[config.mk]
export PLATFORM = sky130hd
export DESIGN_NAME = xlg_gap_fill
export DESIGN_NICKNAME = d
export VERILOG_FILES = /design/src/rtl/xlg_pkg.sv /design/src/rtl/xlg_col_class.sv /design/src/rtl/xlg_prbs.sv /design/src/rtl/xlg_gap_ctrl.sv /design/src/rtl/xlg_gap_fill.sv
export SDC_FILE = /design/constraint.sdc
export NUM_CORES = 1
export LEC_CHECK = 0
export BUFFER_PORTS_ARGS = -buffer_cell sky130_fd_sc_hd__buf_4
export CAP_MARGIN = 20
export CELL_PAD_IN_SITES_DETAIL_PLACEMENT = 1
export CELL_PAD_IN_SITES_GLOBAL_PLACEMENT = 2
export CORE_ASPECT_RATIO = 2
export CORE_MARGIN = 3
export CORE_UTILIZATION = 31
export CTS_CLUSTER_SIZE = 8
export DETAILED_ROUTE_END_ITERATION = 8
export GPL_ROUTABILITY_DRIVEN = 1
export GPL_TIMING_DRIVEN = 1
export PLACE_DENSITY = 0.86
export SLEW_MARGIN = 30
export SYNTH_ARGS = -nofsm -noshare
export SYNTH_HDL_FRONTEND = slang
export SYNTH_SLANG_ARGS = --single-unit
export TNS_END_PERCENT = 1
[constraint.sdc]
create_clock -name clk -period 2.6 [get_ports clk]
set_clock_uncertainty 0.15 [all_clocks]
set_input_delay 0.39 -clock clk [delete_from_list [all_inputs] [get_ports clk]]
set_output_delay 0.39 -clock clk [all_outputs]
set_load 0.02 [all_outputs]
[src/rtl/xlg_pkg.sv]
package xlg_pkg;

    localparam int unsigned LANE_W = 8;

    // input column codes (control flag set)
    localparam logic [LANE_W-1:0] XG_IDLE  = 8'h07;
    localparam logic [LANE_W-1:0] XG_START = 8'hFB;
    localparam logic [LANE_W-1:0] XG_TERM  = 8'hFD;

    // replacement codes (control flag set)
    localparam logic [LANE_W-1:0] CODE_ALIGN = 8'h7C;  // K28.3
    localparam logic [LANE_W-1:0] CODE_SYNC  = 8'hBC;  // K28.5
    localparam logic [LANE_W-1:0] CODE_SKIP  = 8'h1C;  // K28.0

    typedef enum logic [1:0] {
        ST_BOOT,
        ST_PKT,
        ST_TERM,
        ST_GAP
    } gap_st_e;

    typedef enum logic [2:0] {
        ACT_PASS,
        ACT_TERM,
        ACT_ALIGN,
        ACT_SYNC,
        ACT_SKIP
    } col_act_e;

endpackage

[src/rtl/xlg_col_class.sv]
module xlg_col_class
    import xlg_pkg::*;
#(
    parameter int unsigned LANES = 4
) (
    input  logic [LANES*LANE_W-1:0] col_data,
    input  logic [LANES-1:0]        col_ctrl,
    output logic [LANES-1:0]        lane_idle,
    output logic                    col_idle,
    output logic                    col_start,
    output logic                    col_term
);

    logic [LANES-1:0] lane_term;

    for (genvar g = 0; g < LANES; g++) begin : g_lane
        assign lane_idle[g] = col_ctrl[g] && (col_data[g*LANE_W +: LANE_W] == XG_IDLE);
        assign lane_term[g] = col_ctrl[g] && (col_data[g*LANE_W +: LANE_W] == XG_TERM);
    end

    assign col_idle  = &lane_idle;
    assign col_term  = |lane_term;
    // a packet may only open on lane 0
    assign col_start = col_ctrl[0] && (col_data[LANE_W-1:0] == XG_START);

endmodule

[src/rtl/xlg_prbs.sv]
module xlg_prbs #(
    parameter int unsigned   W      = 7,
    parameter int unsigned   TAP_A  = 6,
    parameter int unsigned   TAP_B  = 5,
    parameter int unsigned   SPAN_W = 4,
    parameter logic [W-1:0]  SEED   = 7'h5A
) (
    input  logic              clk,
    input  logic              rst_n,
    output logic              rand_pick,
    output logic [SPAN_W-1:0] rand_span
);

    logic [W-1:0] state_d, state_q;

    always_comb begin
        state_d = {state_q[W-2:0], state_q[TAP_A] ^ state_q[TAP_B]};
    end

    always_ff @(posedge clk or negedge rst_n) begin
        if (!rst_n) state_q <= SEED;
        else        state_q <= state_d;
    end

    assign rand_pick = state_q[W-1];
    assign rand_span = state_q[SPAN_W-1:0];

endmodule

[src/rtl/xlg_gap_ctrl.sv]
module xlg_gap_ctrl
    import xlg_pkg::*;
#(
    parameter int unsigned A_MIN  = 16,
    parameter int unsigned SPAN_W = 4,
    parameter int unsigned CNT_W  = 5
) (
    input  logic              clk,
    input  logic              rst_n,
    input  logic              col_idle,
    input  logic              col_start,
    input  logic              col_term,
    input  logic              rand_pick,
    input  logic [SPAN_W-1:0] rand_span,
    output col_act_e          act
);

    localparam logic [CNT_W-1:0] CNT_BASE = CNT_W'(A_MIN - 1);

    typedef struct packed {
        gap_st_e          st;
        logic [CNT_W-1:0] cnt;
    } ctl_t;

    ctl_t             r_d, r_q;
    logic [CNT_W-1:0] reload;

    always_comb begin
        reload = CNT_BASE + CNT_W'(rand_span);
        r_d    = r_q;
        act    = ACT_PASS;

        if (r_q.st == ST_BOOT) begin
            if (col_start) r_d.st = ST_PKT;
            else           act    = ACT_SYNC;
        end else if (col_start) begin
            r_d.st = ST_PKT;
        end else if (col_term) begin
            act    = ACT_TERM;
            r_d.st = ST_TERM;
        end else if (col_idle) begin
            r_d.st = ST_GAP;
            if (r_q.st == ST_TERM || r_q.cnt == '0) act = ACT_ALIGN;
            else if (rand_pick)                      act = ACT_SYNC;
            else                                     act = ACT_SKIP;
        end else begin
            r_d.st = ST_PKT;
        end

        if (act == ACT_ALIGN)                              r_d.cnt = reload;
        else if (r_q.st != ST_BOOT && r_q.cnt != '0)       r_d.cnt = r_q.cnt - CNT_W'(1);
    end

    always_ff @(posedge clk or negedge rst_n) begin
        if (!rst_n) begin
            r_q.st  <= ST_BOOT;
            r_q.cnt <= CNT_BASE;
        end else begin
            r_q <= r_d;
        end
    end

endmodule

[src/rtl/xlg_gap_fill.sv]
module xlg_gap_fill
    import xlg_pkg::*;
#(
    parameter int unsigned     LANES      = 4,
    parameter int unsigned     A_MIN      = 16,
    parameter int unsigned     SPAN_W     = 4,
    parameter int unsigned     PRBS_W     = 7,
    parameter int unsigned     PRBS_TAP_A = 6,
    parameter int unsigned     PRBS_TAP_B = 5,
    parameter logic [PRBS_W-1:0] PRBS_SEED = 7'h5A
) (
    input  logic                    clk,
    input  logic                    rst_n,
    input  logic [LANES*LANE_W-1:0] in_data,
    input  logic [LANES-1:0]        in_ctrl,
    output logic [LANES*LANE_W-1:0] out_data,
    output logic [LANES-1:0]        out_ctrl
);

    localparam int unsigned DW    = LANES * LANE_W;
    localparam int unsigned CNT_W = $clog2(A_MIN + (1 << SPAN_W));

    typedef struct packed {
        logic [DW-1:0]    data;
        logic [LANES-1:0] ctrl;
    } col_t;

    col_t              o_d, o_q;
    logic [LANES-1:0]  lane_idle;
    logic              col_idle, col_start, col_term;
    logic              rand_pick;
    logic [SPAN_W-1:0] rand_span;
    col_act_e          act;

    xlg_col_class #(.LANES(LANES)) u_class (
        .col_data  (in_data),
        .col_ctrl  (in_ctrl),
        .lane_idle (lane_idle),
        .col_idle  (col_idle),
        .col_start (col_start),
        .col_term  (col_term)
    );

    xlg_prbs #(
        .W      (PRBS_W),
        .TAP_A  (PRBS_TAP_A),
        .TAP_B  (PRBS_TAP_B),
        .SPAN_W (SPAN_W),
        .SEED   (PRBS_SEED)
    ) u_prbs (
        .clk       (clk),
        .rst_n     (rst_n),
        .rand_pick (rand_pick),
        .rand_span (rand_span)
    );

    xlg_gap_ctrl #(
        .A_MIN  (A_MIN),
        .SPAN_W (SPAN_W),
        .CNT_W  (CNT_W)
    ) u_ctrl (
        .clk       (clk),
        .rst_n     (rst_n),
        .col_idle  (col_idle),
        .col_start (col_start),
        .col_term  (col_term),
        .rand_pick (rand_pick),
        .rand_span (rand_span),
        .act       (act)
    );

    always_comb begin
        o_d.data = in_data;
        o_d.ctrl = in_ctrl;
        unique case (act)
            ACT_TERM: begin
                for (int i = 0; i < LANES; i++) begin
                    if (lane_idle[i]) o_d.data[i*LANE_W +: LANE_W] = CODE_SYNC;
                end
            end
            ACT_ALIGN: begin
                o_d.data = {LANES{CODE_ALIGN}};
                o_d.ctrl = '1;
            end
            ACT_SYNC: begin
                o_d.data = {LANES{CODE_SYNC}};
                o_d.ctrl = '1;
            end
            ACT_SKIP: begin
                o_d.data = {LANES{CODE_SKIP}};
                o_d.ctrl = '1;
            end
            default: ;
        endcase
    end

    always_ff @(posedge clk or negedge rst_n) begin
        if (!rst_n) begin
            o_q.data <= {LANES{CODE_SYNC}};
            o_q.ctrl <= '1;
        end else begin
            o_q <= o_d;
        end
    end

    assign out_data = o_q.data;
    assign out_ctrl = o_q.ctrl;

endmodule

==> results.cfg <==
[outcome]
result_of_the_run = finished, violations left
failing_checks = setup timing

[timing]
timing_worst_slew_pin_value_ns = 0.7501
timing.final.ws_setup_ns = -0.2158
maxClockFrequency_ghz = 0.3551
slew_violations = 0
relSlewSlack = 0.4953
rsz0062_at_grt = yes
layout_worst_path_cycle_share = 1.083
post-route-min-period_ns = 2.816
setup_viol = 40
setup-tns-final_ns = -2.963
hold_violations = 0

[global_routing]
gr-usage-all-layers = 0.1824
grt_start_max_net_pins = 51
initial_antenna_violation_count = 0
grt_remaining_overflow = 0
vias_in_the_first_global_route = 2099
grt_first_pass_wirelength_um = 10640

[yosys]
synth.ff_latch_count = 50
syn_inst = 179
seq_area_frac_synth = 0.6028
synth_fp_nets = 220
yosys_warnings = 0
post_synth_instance_area_mm2 = 0.002142
netlist-cell-type-count = 35
avgSynthCellArea_um2 = 11.97

[job]
timing.max_cap.violations = 0

[clock_tree]
htree_num_levels = 2
clk_pin_slew_worst_paths_ns = 0.06
clk-insertion-delay-late_ns = 0.29
tritoncts.num_buffers = 5
cts-root-buf = sky130_fd_sc_hd__clkbuf_16
cts-root-to-sink-buffers = 2
clkSinkCount = 50
cts_tree = done

[setup_path]
critPathArrivalTime_ns = 2.85
regToRegSetupSlack_ns = 0.04
critPathLaunchType = input port
timing.critical_path.fanout_max = 4
timing.setup.critical_path_class = in -> reg
cp-end-kind = flip-flop
crit_required_ns = 2.64

[power_and_ir_drop]
power.sequential.fraction = 0.438
sw_frac_of_total = 0.2582
internal_mw = 1.567
leakage_component_of_the_power_nw = 1.580
comb_power_share = 0.220
share_clk_of_total_power = 0.341
p_total_mw = 2.112
net-switching-power_mw = 0.5454
power_density_mw_per_mm2 = 627.4
worst_ir_drop_vdd_v = 0.0002629

[floorplan]
die_height_um = 123.6
fp.coreArea_mm2 = 0.006674
die_area_mm2 = 0.008004
pin_count = 74
num_rows = 42
dieWidth_um = 64.78
floorplan.initialDensity = 0.3210

[detailed_routing]
initialDrtViolationCount = 63
drt-total-wl_um = 7008
dr_total_vias = 1923
detail_route.drc_violations = 0
route.detailed.vias_per_inst = 4.931
drt_pre_antenna_iters = 4
detail_route.wl_per_cell_um = 17.97
drt.antenna.violating_nets = 0

[final_layout]
multi_input_gate_area_um2 = 830.8
ff_latch_area_mm2 = 0.001291
fin_area_mm2 = 0.003367
post_layout_nonfiller_instances = 390
utilization_after_layout = 0.5045
antenna_cells_inserted = 0
post_route_cells_drive_above_1_share = 0.5596
final_nets = 342
layout-area-overhead-vs-synth_pct = 57.18
layout.filler_cells = 760

[placement]
dpl_cell_area_mm2 = 0.003117
numPlacedInstances = 378
port_buffers = 73
global_placer_s_final_weighted_congestion = 0.8693
dp.final_hpwl_um = 5372

[worst_hold_path]
hp-class = in -> reg
## critical path, cell delays in order
cell and delay, ns:
sky130_fd_sc_hd__buf_6 0.09, sky130_fd_sc_hd__or4b_4 0.52, sky130_fd_sc_hd__or4_4 0.44, sky130_fd_sc_hd__or4_4 0.58, sky130_fd_sc_hd__o221ai_4 0.23, sky130_fd_sc_hd__buf_4 0.18
sky130_fd_sc_hd__nand4b_1 0.21, sky130_fd_sc_hd__and3_1 0.21
## cells in the mapped netlist, drive strengths merged
library cell,number,area [um^2]
or4,5,48.79
and2,1,6.260
and3,8,50.05
clkbuf,2,7.510
xor2,3,26.28
or4b,4,40.04
o221ai,1,26.28
nand3,9,45.04
nand2b,9,56.30
or3,2,12.51
o21ai,6,30.03
nand2,11,41.29
a21o,8,60.06
o22a,1,8.760
nand3b,4,30.03
o21a,1,7.510
dfstp,32,840.8
ha,3,37.54
nor2,6,22.52
a21oi,4,23.77
a211o,1,8.760
a21boi,1,7.510
nor4,6,37.54
nor4b,1,8.760
nor3,3,15.01
dfrtp,18,450.4
a22o,1,8.760
nand4b,4,35.03
buf,1,5.000
mux2i,4,40.04
inv,10,37.54
nand4,5,31.28
xnor2,4,35.03
## power groups by stage
| stage | clock, mW | sequential, mW | combinational (mW) |
|---|---|---|---|
| after global routing | 0.774 | 0.934 | 0.504 |
| after global placement | 0 | 0.936 | 0.436 |
| after CTS | 0.742 | 0.927 | 0.470 |
| after floorplan | 0 | 0.984 | 0.145 |
| final | 0.721 | 0.926 | 0.465 |
| after detailed placement | 0 | 0.939 | 0.446 |
## path summary, 6_finish.rpt
path,start,end,cells after the start
worst max-delay path,in_data[12],out_data[8],8
worst min-delay path,in_data[10],out_data[10],2
worst max register to register,u_ctrl.r_q[0],out_data[24],9
worst min register to register,u_prbs.state_q[4],u_prbs.state_q[5],0
max in group asynchronous,rst_n,u_prbs.state_q[5],2
min in group asynchronous,rst_n,out_data[24],2
## metal layers
metal,global-route usage,vias up,wire length [um]
li1,-,884,-
met1,0.1554,969,2069
met2,0.3797,54,4451
met3,0.02909,16,256
met4,0.09404,0,231
met5,0,-,0
## state kept, by name (all words and copies together) (netlist names)
register        count
out_ctrl            4
out_data           32
u_ctrl.r_q          7
u_prbs.state_q      7
## cell usage in the layout (no fill, tap or decap), drive strengths merged, types with 6 or more instances in the layout
master,n
o21ai,6
nand2,11
dfrtp,18
nor2,6
buf,117
and3,8
nand3,9
nor4,6
dfstp,32
inv,10
nand2b,9
a21o,8
## timing repair
| action | CTS | global route |
|---|---|---|
| endpoints found under the setup margin | 40 | 41 |
| buffers inserted | 3 | 0 |
| pin swaps | 9 | 3 |
| gates resized for setup | 11 | 4 |
| hold buffers | 1 | 0 |
| endpoints found under the hold margin | 18 | 0 |
## kinds of logic after synthesis
| kind of cell | share of synthesized area |
|---|---|
| fa+ha+maj | 0.01753 |
| xor+xnor | 0.02862 |
| flops | 0.6028 |
| compound gates | 0.08470 |
| buf+inv | 0.02337 |
| mux | 0.01869 |
| simple gates | 0.2243 |
## metrics by stage
stage,hold WS (ns),setup slack [ns]
finish,0.1479,-0.2158
global route,0.1548,-0.2457
CTS,0.1466,-0.1835
detailed placement,0.2303,-0.5016
global placement,0.2309,-0.4674
floorplan,-0.05559,-0.2002
## layout make-up
cell class	count	area share
timing repair buffer	118	0.2768
inverter	10	0.01115
tap	88	0.03270
clock inverter	3	0.01189
clock buffer	5	0.03716
multi-input combinational	116	0.2467
sequential	50	0.3835
Note: power is estimated with default switching activity, not from simulation.
